`config.mk`:
```
export PLATFORM = sky130hd
export DESIGN_NAME = mux_bus_decoder
export DESIGN_NICKNAME = d
export VERILOG_FILES = /design/src/rtl/mbd_pkg.sv /design/src/rtl/mbd_low_latch.sv /design/src/rtl/mbd_mem_decode.sv /design/src/rtl/mbd_io_decode.sv /design/src/rtl/mux_bus_decoder.sv
export SDC_FILE = /design/constraint.sdc
export NUM_CORES = 1
export LEC_CHECK = 0
export BUFFER_PORTS_ARGS = -buffer_cell sky130_fd_sc_hd__buf_2
export CAP_MARGIN = 20
export CORE_MARGIN = 3
export CORE_UTILIZATION = 33
export CTS_CLUSTER_DIAMETER = 100
export CTS_CLUSTER_SIZE = 20
export DETAILED_ROUTE_END_ITERATION = 7
export GPL_TIMING_DRIVEN = 0
export PLACE_DENSITY = 0.81
export SLEW_MARGIN = 15
export SYNTH_ARGS = -nofsm -noshare
export SYNTH_HDL_FRONTEND = slang
export SYNTH_SLANG_ARGS = --single-unit
```
`constraint.sdc`:
```
create_clock -name clk -period 0.9 [get_ports clk]
set_input_delay 0 -clock clk [delete_from_list [all_inputs] [get_ports clk]]
set_output_delay 0 -clock clk [all_outputs]
set_load 0.1 [all_outputs]
```
`src/rtl/mbd_pkg.sv`:
```
package mbd_pkg;
    localparam int MBD_LO_W   = 8;
    localparam int MBD_HI_W   = 8;
    localparam int MBD_ADDR_W = MBD_LO_W + MBD_HI_W;

    typedef struct packed {
        logic [MBD_LO_W-1:0] lo;
    } mbd_hold_t;

    typedef struct packed {
        logic rom;
        logic ram;
        logic pio;
    } mbd_sel_t;
endpackage

```
`src/rtl/mbd_low_latch.sv`:
```
module mbd_low_latch
    import mbd_pkg::*;
(
    input  logic                clk,
    input  logic                rst_n,
    input  logic                ale_i,
    input  logic [MBD_LO_W-1:0] ad_i,
    output logic [MBD_LO_W-1:0] lo_o
);
    mbd_hold_t state_d, state_q;

    always_comb begin
        state_d = state_q;
        if (ale_i) state_d.lo = ad_i;
        // transparent while the strobe is high, held value otherwise
        lo_o = ale_i ? ad_i : state_q.lo;
    end

    always_ff @(posedge clk or negedge rst_n) begin
        if (!rst_n) state_q <= '0;
        else        state_q <= state_d;
    end
endmodule

```
`src/rtl/mbd_mem_decode.sv`:
```
module mbd_mem_decode #(
    parameter int              ADDR_W   = 16,
    parameter logic [15:0]     ROM_BASE = 16'h0000,
    parameter int              ROM_LOG2 = 13,
    parameter logic [15:0]     RAM_BASE = 16'h2000,
    parameter int              RAM_LOG2 = 13
) (
    input  logic [ADDR_W-1:0] addr_i,
    output logic              rom_hit_o,
    output logic              ram_hit_o
);
    localparam logic [ADDR_W-1:0] RB = ADDR_W'(ROM_BASE);
    localparam logic [ADDR_W-1:0] AB = ADDR_W'(RAM_BASE);

    always_comb begin
        rom_hit_o = (addr_i[ADDR_W-1:ROM_LOG2] == RB[ADDR_W-1:ROM_LOG2]);
        ram_hit_o = (addr_i[ADDR_W-1:RAM_LOG2] == AB[ADDR_W-1:RAM_LOG2]);
    end
endmodule

```
`src/rtl/mbd_io_decode.sv`:
```
module mbd_io_decode #(
    parameter int         PORT_W   = 8,
    parameter logic [7:0] IO_BASE  = 8'h80,
    parameter int         REG_LOG2 = 2
) (
    input  logic [PORT_W-1:0]   port_i,
    output logic                hit_o,
    output logic [REG_LOG2-1:0] reg_o
);
    localparam logic [PORT_W-1:0] IB = PORT_W'(IO_BASE);

    always_comb begin
        hit_o = (port_i[PORT_W-1:REG_LOG2] == IB[PORT_W-1:REG_LOG2]);
        reg_o = port_i[REG_LOG2-1:0];
    end
endmodule

```
`src/rtl/mux_bus_decoder.sv`:
```
module mux_bus_decoder
    import mbd_pkg::*;
#(
    parameter logic [15:0] ROM_BASE = 16'h0000,
    parameter int          ROM_LOG2 = 13,
    parameter logic [15:0] RAM_BASE = 16'h2000,
    parameter int          RAM_LOG2 = 13,
    parameter logic [7:0]  IO_BASE  = 8'h80,
    parameter int          REG_LOG2 = 2
) (
    input  logic                  clk,
    input  logic                  rst_n,
    input  logic [MBD_LO_W-1:0]   ad_i,
    input  logic [MBD_HI_W-1:0]   a_hi_i,
    input  logic                  ale_i,
    input  logic                  io_m_i,
    input  logic                  rd_n_i,
    input  logic                  wr_n_i,
    output logic [MBD_ADDR_W-1:0] addr_o,
    output logic [MBD_LO_W-1:0]   data_o,
    output logic                  rom_cs_n_o,
    output logic                  ram_cs_n_o,
    output logic                  pio_cs_n_o,
    output logic [REG_LOG2-1:0]   pio_reg_o
);
    logic [MBD_LO_W-1:0] lo;
    logic                rom_hit, ram_hit, io_hit;
    logic                strobe;
    mbd_sel_t            sel;

    mbd_low_latch u_latch (
        .clk   (clk),
        .rst_n (rst_n),
        .ale_i (ale_i),
        .ad_i  (ad_i),
        .lo_o  (lo)
    );

    mbd_mem_decode #(
        .ADDR_W   (MBD_ADDR_W),
        .ROM_BASE (ROM_BASE),
        .ROM_LOG2 (ROM_LOG2),
        .RAM_BASE (RAM_BASE),
        .RAM_LOG2 (RAM_LOG2)
    ) u_mem (
        .addr_i    (addr_o),
        .rom_hit_o (rom_hit),
        .ram_hit_o (ram_hit)
    );

    mbd_io_decode #(
        .PORT_W   (MBD_LO_W),
        .IO_BASE  (IO_BASE),
        .REG_LOG2 (REG_LOG2)
    ) u_io (
        .port_i (lo),
        .hit_o  (io_hit),
        .reg_o  (pio_reg_o)
    );

    always_comb begin
        addr_o  = {a_hi_i, lo};
        data_o  = ale_i ? '0 : ad_i;
        strobe  = !rd_n_i || !wr_n_i;
        sel.rom = strobe && !io_m_i && rom_hit;
        sel.ram = strobe && !io_m_i && ram_hit;
        sel.pio = strobe &&  io_m_i && io_hit;
        rom_cs_n_o = !sel.rom;
        ram_cs_n_o = !sel.ram;
        pio_cs_n_o = !sel.pio;
    end
endmodule

```
# Yosys cells after proc, flatten, opt, wreduce, memory -nomap -nowiden
# Index checks and enable logic that the tools add are counted.
totals:
  register_bits: 8
  latchBits: 0
  mem_bits_rw: 0
  rom_bits: 0
  in_bits: 22
  out_inout_bits: 29
  word_cells: 18
  mem_count: 0
classes:
  add_sub_neg: 0
  n_mul: 0
  div: 0
  magnitude_cmp: 0
  n_eq_ne: 2
  shifts: 0
  n_mux: 2
  bitwise_logic: 0
  n_reduce_logical: 13
op_table:
  columns: ["cell", "count"]
  rows:
  - ["2-to-1 mux 8 bit", 2]
  - ["equality test 6 bit, second input constant", 1]
  - ["logical NOT 1 bit", 6]
  - ["logical AND 1 bit", 5]
  - ["equality test 3 x 1 -> 1 bit, second input constant", 1]
  - ["logical NOT 3 bit", 1]
  - ["logical OR 1 bit", 1]

# Logic depth before layout (Yosys ltp)
logic_depth:
  word_depth: 5
  depth_mapped: 4
  ltp_nobuf: 3

# Modules after synthesis
# A second synthesis with hierarchy kept.
unflattened:
  hier_cells: 44
  hier_area_um2: 520.5
by_module_without_submodules:
  columns: ["module", "n_inst", "cells_each", "area_each_um2", "seq_area_each_um2"]
  rows:
  - ["mbd_low_latch", 1, 17, 331.6, 200.2]
  - ["mux_bus_decoder", 1, 21, 131.4, 0.0]
  - ["mbd_io_decode", 1, 4, 35.0, 0.0]
  - ["mbd_mem_decode", 1, 2, 22.5, 0.0]

# Worst setup path before layout
# Ideal clock, no wire load.
synth_path:
  path_kind: "reg-to-output"
  start: "register u_latch.state_q[5] (netlist bit)"
  end: "output port pio_cs_n_o"
  t_arrival_ns: 1.904
  required_time_ns: 0.900
  path_slack_ns: -1.004
  path_stages_with_launch: 4
  n_path_buf: 0
  cell_sequence: "dfrtp_1 -> mux2_2 -> nor2_1 -> nand4_1"
synth_via:
  elab_chain_len: 4
synth_rtl:
  columns: ["element", "line_no", "text"]
  rows:
  - ["from (decl)", "mbd_low_latch.sv:10", "mbd_hold_t state_d, state_q;"]
  - ["from (signal assigned)", "mbd_low_latch.sv:21", "else state_q <= state_d;"]
  - ["2-to-1 mux 8 bit", null, null]
  - ["via addr_o[5]", "mux_bus_decoder.sv:19", "output logic [MBD_ADDR_W-1:0] addr_o,"]
  - ["equality test 6 bit", "mbd_io_decode.sv:13", "hit_o = (port_i[PORT_W-1:REG_LOG2] == IB[PORT_W-1:REG_LOG2]);"]
  - ["logical AND 1 bit", "mux_bus_decoder.sv:67", "sel.pio = strobe && io_m_i && io_hit;"]
  - ["logical NOT 1 bit", "mux_bus_decoder.sv:70", "pio_cs_n_o = !sel.pio;"]
  - ["to (decl)", "mux_bus_decoder.sv:23", "output logic pio_cs_n_o,"]
# The timed path passes the listed nets, and every way through them passes these cells.

# Final worst setup path
layout_path:
  start: "register u_latch.state_q[6] (netlist bit)"
  end: "output port pio_cs_n_o"
layout_via:
  elab_chain_len: 4
layout_rtl:
  columns: ["element", "line_no"]
  rows:
  - ["2-to-1 mux 8 bit", null]
  - ["equality test 6 bit", "mbd_io_decode.sv:13"]
  - ["logical AND 1 bit", "mux_bus_decoder.sv:67"]
  - ["logical NOT 1 bit", "mux_bus_decoder.sv:70"]
# No other way between the ends.

==> results.json <==
{
  "detail_route.wirelength_um": 1420,
  "floorplan.io_pins": 51,
  "num_rows": 13,
  "ys_ff_latch": 8,
  "largest_register": "u_latch.state_q",
  "run_status": "finished with violations",
  "critical_path.startpoint_type": "flop",
  "globalRouteTotalUtil_pct": 15.4,
  "switching_power_uw": 938,
  "cellInternalPower_uw": 958,
  "multi_input_area_um2": 294,
  "layout.filler_cells": 81,
  "finalSetupViolCount": 14,
  "timing.hold.worst.start": "ad_i[7]",
  "detailed_place_hpwl_um": 1030,
  "die_height_um": 44.3,
  "global_route.peak_usage_layer": "met2",
  "number_of_synthesis_warnings": 0,
  "failed_checks": "negative setup slack",
  "gpl.final_weighted_congestion": 0.669,
  "antenna-diode-count": 0,
  "detail_route.wl_per_cell_um": 12.9,
  "worst_r2r_endpoint": "u_latch.state_q[6]$_DFF_PN0_",
  "core_area_mm2": 0.00133,
  "netlist_top_cells_area": "sky130_fd_sc_hd__dfrtp_1 41%, sky130_fd_sc_hd__mux2_2 16%, sky130_fd_sc_hd__buf_4 16%",
  "port_buffer_count": 44,
  "numCtsBuffers": 3,
  "drc": 0,
  "min_delay_path_depth": 2,
  "cts_root_buffer": "sky130_fd_sc_hd__clkbuf_4",
  "timing.final.hold_violations": 0,
  "globalRouteOverflowTotal": 0,
  "timing.max_slew.rel_slack_pct": 67.5,
  "h_tree_lvl_count": 1,
  "most_frequent_standard_cell_in_the_layout_excluding_fill_and_tap_cells": "sky130_fd_sc_hd__buf_2",
  "holdCritPathClass": "primary input to flop",
  "initial_utilization_pct": 36.3,
  "power.leakage_uw": 0.000576,
  "largest_reg_flops": 8,
  "worstPathMaxFanout": 2,
  "cap_violations": 0,
  "route.detailed.vias_per_inst": 4.57,
  "clock_sink_count": 8,
  "maximum_number_of_buffers_from_clock_root_to_sink": 2,
  "grt_pass1_wl_um": 2220,
  "first_global_vias": 501,
  "criticalPathCategory": "flop to output port",
  "die_area_mm2": 0.00196,
  "most-common-layout-cells": "33 x sky130_fd_sc_hd__buf_2, 13 x sky130_fd_sc_hd__buf_12, 9 x sky130_fd_sc_hd__buf_4",
  "end_kind": "output port",
  "floorplan.die.width_um": 44.3,
  "switching_share_pct": 49.5,
  "holdWs_ns": 0.0492,
  "postLayoutCellArea_mm2": 0.00109,
  "grtUsageMet1_pct": 16.7,
  "required_time_of_the_critical_path_ns": 0.90,
  "clock_power_share_pct": 14.1,
  "achievable-frequency_ghz": 0.716,
  "period_share_pct": 155,
  "largest_registers": "u_latch.state_q (8)",
  "comb_power_share_pct": 64.5,
  "grt_use_met2_pct": 27.9,
  "worst_r2r_path_depth": 3,
  "irDropWorstVdd_mv": 0.987,
  "placedInstanceArea_um2": 861,
  "worstReg2RegStart": "u_latch.state_q[6]$_DFF_PN0_",
  "synth.cell_area_um2": 484,
  "vias_after_detailed_routing": 503,
  "finalPower_uw": 1900,
  "clock_tree_from_tritoncts": "built",
  "final.setup_skew_ns": 0,
  "max_stage_delay_ns": 0.36,
  "cp_cell_sequence": "mux2_4 -> a211oi_2 -> nand4_1 -> buf_8",
  "sequential_cell_area_um2": 200,
  "drt_first_iter_violations": 9,
  "grt_start_max_net_pins": 11,
  "synthesis.nets": 66,
  "antenna_found_initial": 0,
  "holdPathEnd": "u_latch.state_q[7]$_DFF_PN0_",
  "final_period_minus_worst_setup_slack_ns": 1.40,
  "worstPathArrival_ns": 1.40,
  "yosys.area.top_type": "sky130_fd_sc_hd__dfrtp_1",
  "drive_gt1_share_pct": 87.4,
  "synth-seq-area-share_pct": 41.3,
  "synth.top_cell.area_share_pct": 41.3,
  "worst_pin_slew_ns": 0.491,
  "cp_slowest_cell": "sky130_fd_sc_hd__dfrtp_1",
  "path_clk_slew_ns": 0.05,
  "setup.reg_to_reg.worst_slack_ns": -0.08,
  "post-route-worst-setup-slack_ns": -0.497,
  "drtPass1Iterations": 3,
  "power_frac_seq_pct": 21.4,
  "design.final.nets": 119,
  "global_route.usage.met3_pct": 3.66,
  "synthesis.instances": 44,
  "drtAntennaViolNets": 0,
  "power_per_cell_area_mw_per_mm2": 1740,
  "unrepaired_setup_endpoints_after_global_routing": "true",
  "synthesis.area_per_instance_um2": 11.0,
  "worst_skew_pair.late_latency_ns": 0.24,
  "yosysUniqueCellTypes": 14,
  "final-max-slew-violation-count": 0,
  "syn2layout_area_growth_pct": 125,
  "startpoint": "u_latch.state_q[6]$_DFF_PN0_"
}
-- what timing repair did --
item | 4_1_cts | 5_1_grt
hold buffers | 1 | 0
endpoints found under the hold margin | 8 | 0
resized for setup | 42 | 5
pin swaps | 0 | 1
setup endpoints to repair | 13 | 15
buffers inserted | 2 | 1
-- cells by family (layout without fill, tap and decap cells) --
logic type             Yosys count  after routing  synth area share, %
multiplexers                     8              8                 19.4
AND/OR/NAND/NOR                 13             13                 15.2
AO/OA/AOI/OAI                    2              2                 4.39
flip-flops                       8              8                 41.3
buffers and inverters           13             64                 19.6
-- metrics by stage --
step | instances | util (%) | setup WS (ns) | TNS [ns]
floorplan | 44 | - | -0.952 | -1.30
global placement | 103 | 64.5 | -0.284 | -0.877
detailed placement | 103 | 64.5 | -0.320 | -1.09
CTS | 109 | 79.8 | -0.511 | -3.00
global route | 110 | 81.8 | -0.566 | -3.64
finish | 110 | 81.8 | -0.497 | -3.02
-- area by class of cell --
| class | instances | area share (%) |
|---|---|---|
| Timing Repair Buffer | 48 | 38.5 |
| Multi-Input combinational cell | 23 | 26.9 |
| Sequential cell | 8 | 18.3 |
| Buffer | 12 | 12.0 |
| Clock buffer | 3 | 2.06 |
| Tap cell | 15 | 1.72 |
| Inverter | 1 | 0.344 |
-- synthesized netlist by cell type --
| cell | instances |
|---|---|
| sky130_fd_sc_hd__mux2_2 | 7 |
| sky130_fd_sc_hd__dfrtp_1 | 8 |
| sky130_fd_sc_hd__inv_1 | 1 |
| sky130_fd_sc_hd__nor2_1 | 2 |
| sky130_fd_sc_hd__a211oi_2 | 1 |
| sky130_fd_sc_hd__nor2b_1 | 8 |
| sky130_fd_sc_hd__buf_2 | 1 |
| sky130_fd_sc_hd__buf_6 | 1 |
| sky130_fd_sc_hd__nand2_1 | 1 |
| sky130_fd_sc_hd__mux2_4 | 1 |
| sky130_fd_sc_hd__a2111oi_0 | 1 |
| sky130_fd_sc_hd__nand2b_1 | 1 |
| sky130_fd_sc_hd__nand4_1 | 1 |
| sky130_fd_sc_hd__buf_4 | 10 |
-- critical path: cells and delay by family, from the launching register on --
family | cells | cell delay [ns]
flip-flops | 1 | 0.36
multiplexers | 1 | 0.28
buffers and inverters | 1 | 0.21
AND/OR/NAND/NOR | 1 | 0.16
AO/OA/AOI/OAI | 1 | 0.15
-- power by group through the flow --
| stage | registers [uW] | clock network (uW) | logic, uW |
|---|---|---|---|
| 2_1_floorplan | 409 | 0 | 879 |
| 3_3_place_gp | 411 | 0 | 1000 |
| 3_5_place_dp | 411 | 0 | 1010 |
| 4_1_cts | 406 | 278 | 1200 |
| 5_1_grt | 410 | 298 | 1260 |
| 6_report | 406 | 267 | 1220 |
-- worst max path at each step --
stage and endpoint:
6_report pio_cs_n_o, 5_1_grt pio_cs_n_o, 4_1_cts pio_cs_n_o, 3_5_place_dp pio_cs_n_o
3_3_place_gp pio_cs_n_o, 2_1_floorplan pio_cs_n_o
-- routing by layer --
metal	part of all wire, %	vias to the layer above
met1	33	234
met2	54	30
met3	12	0
met5	0	-
li1	-	239
met4	0	0
(Power assumes the default switching activity.)
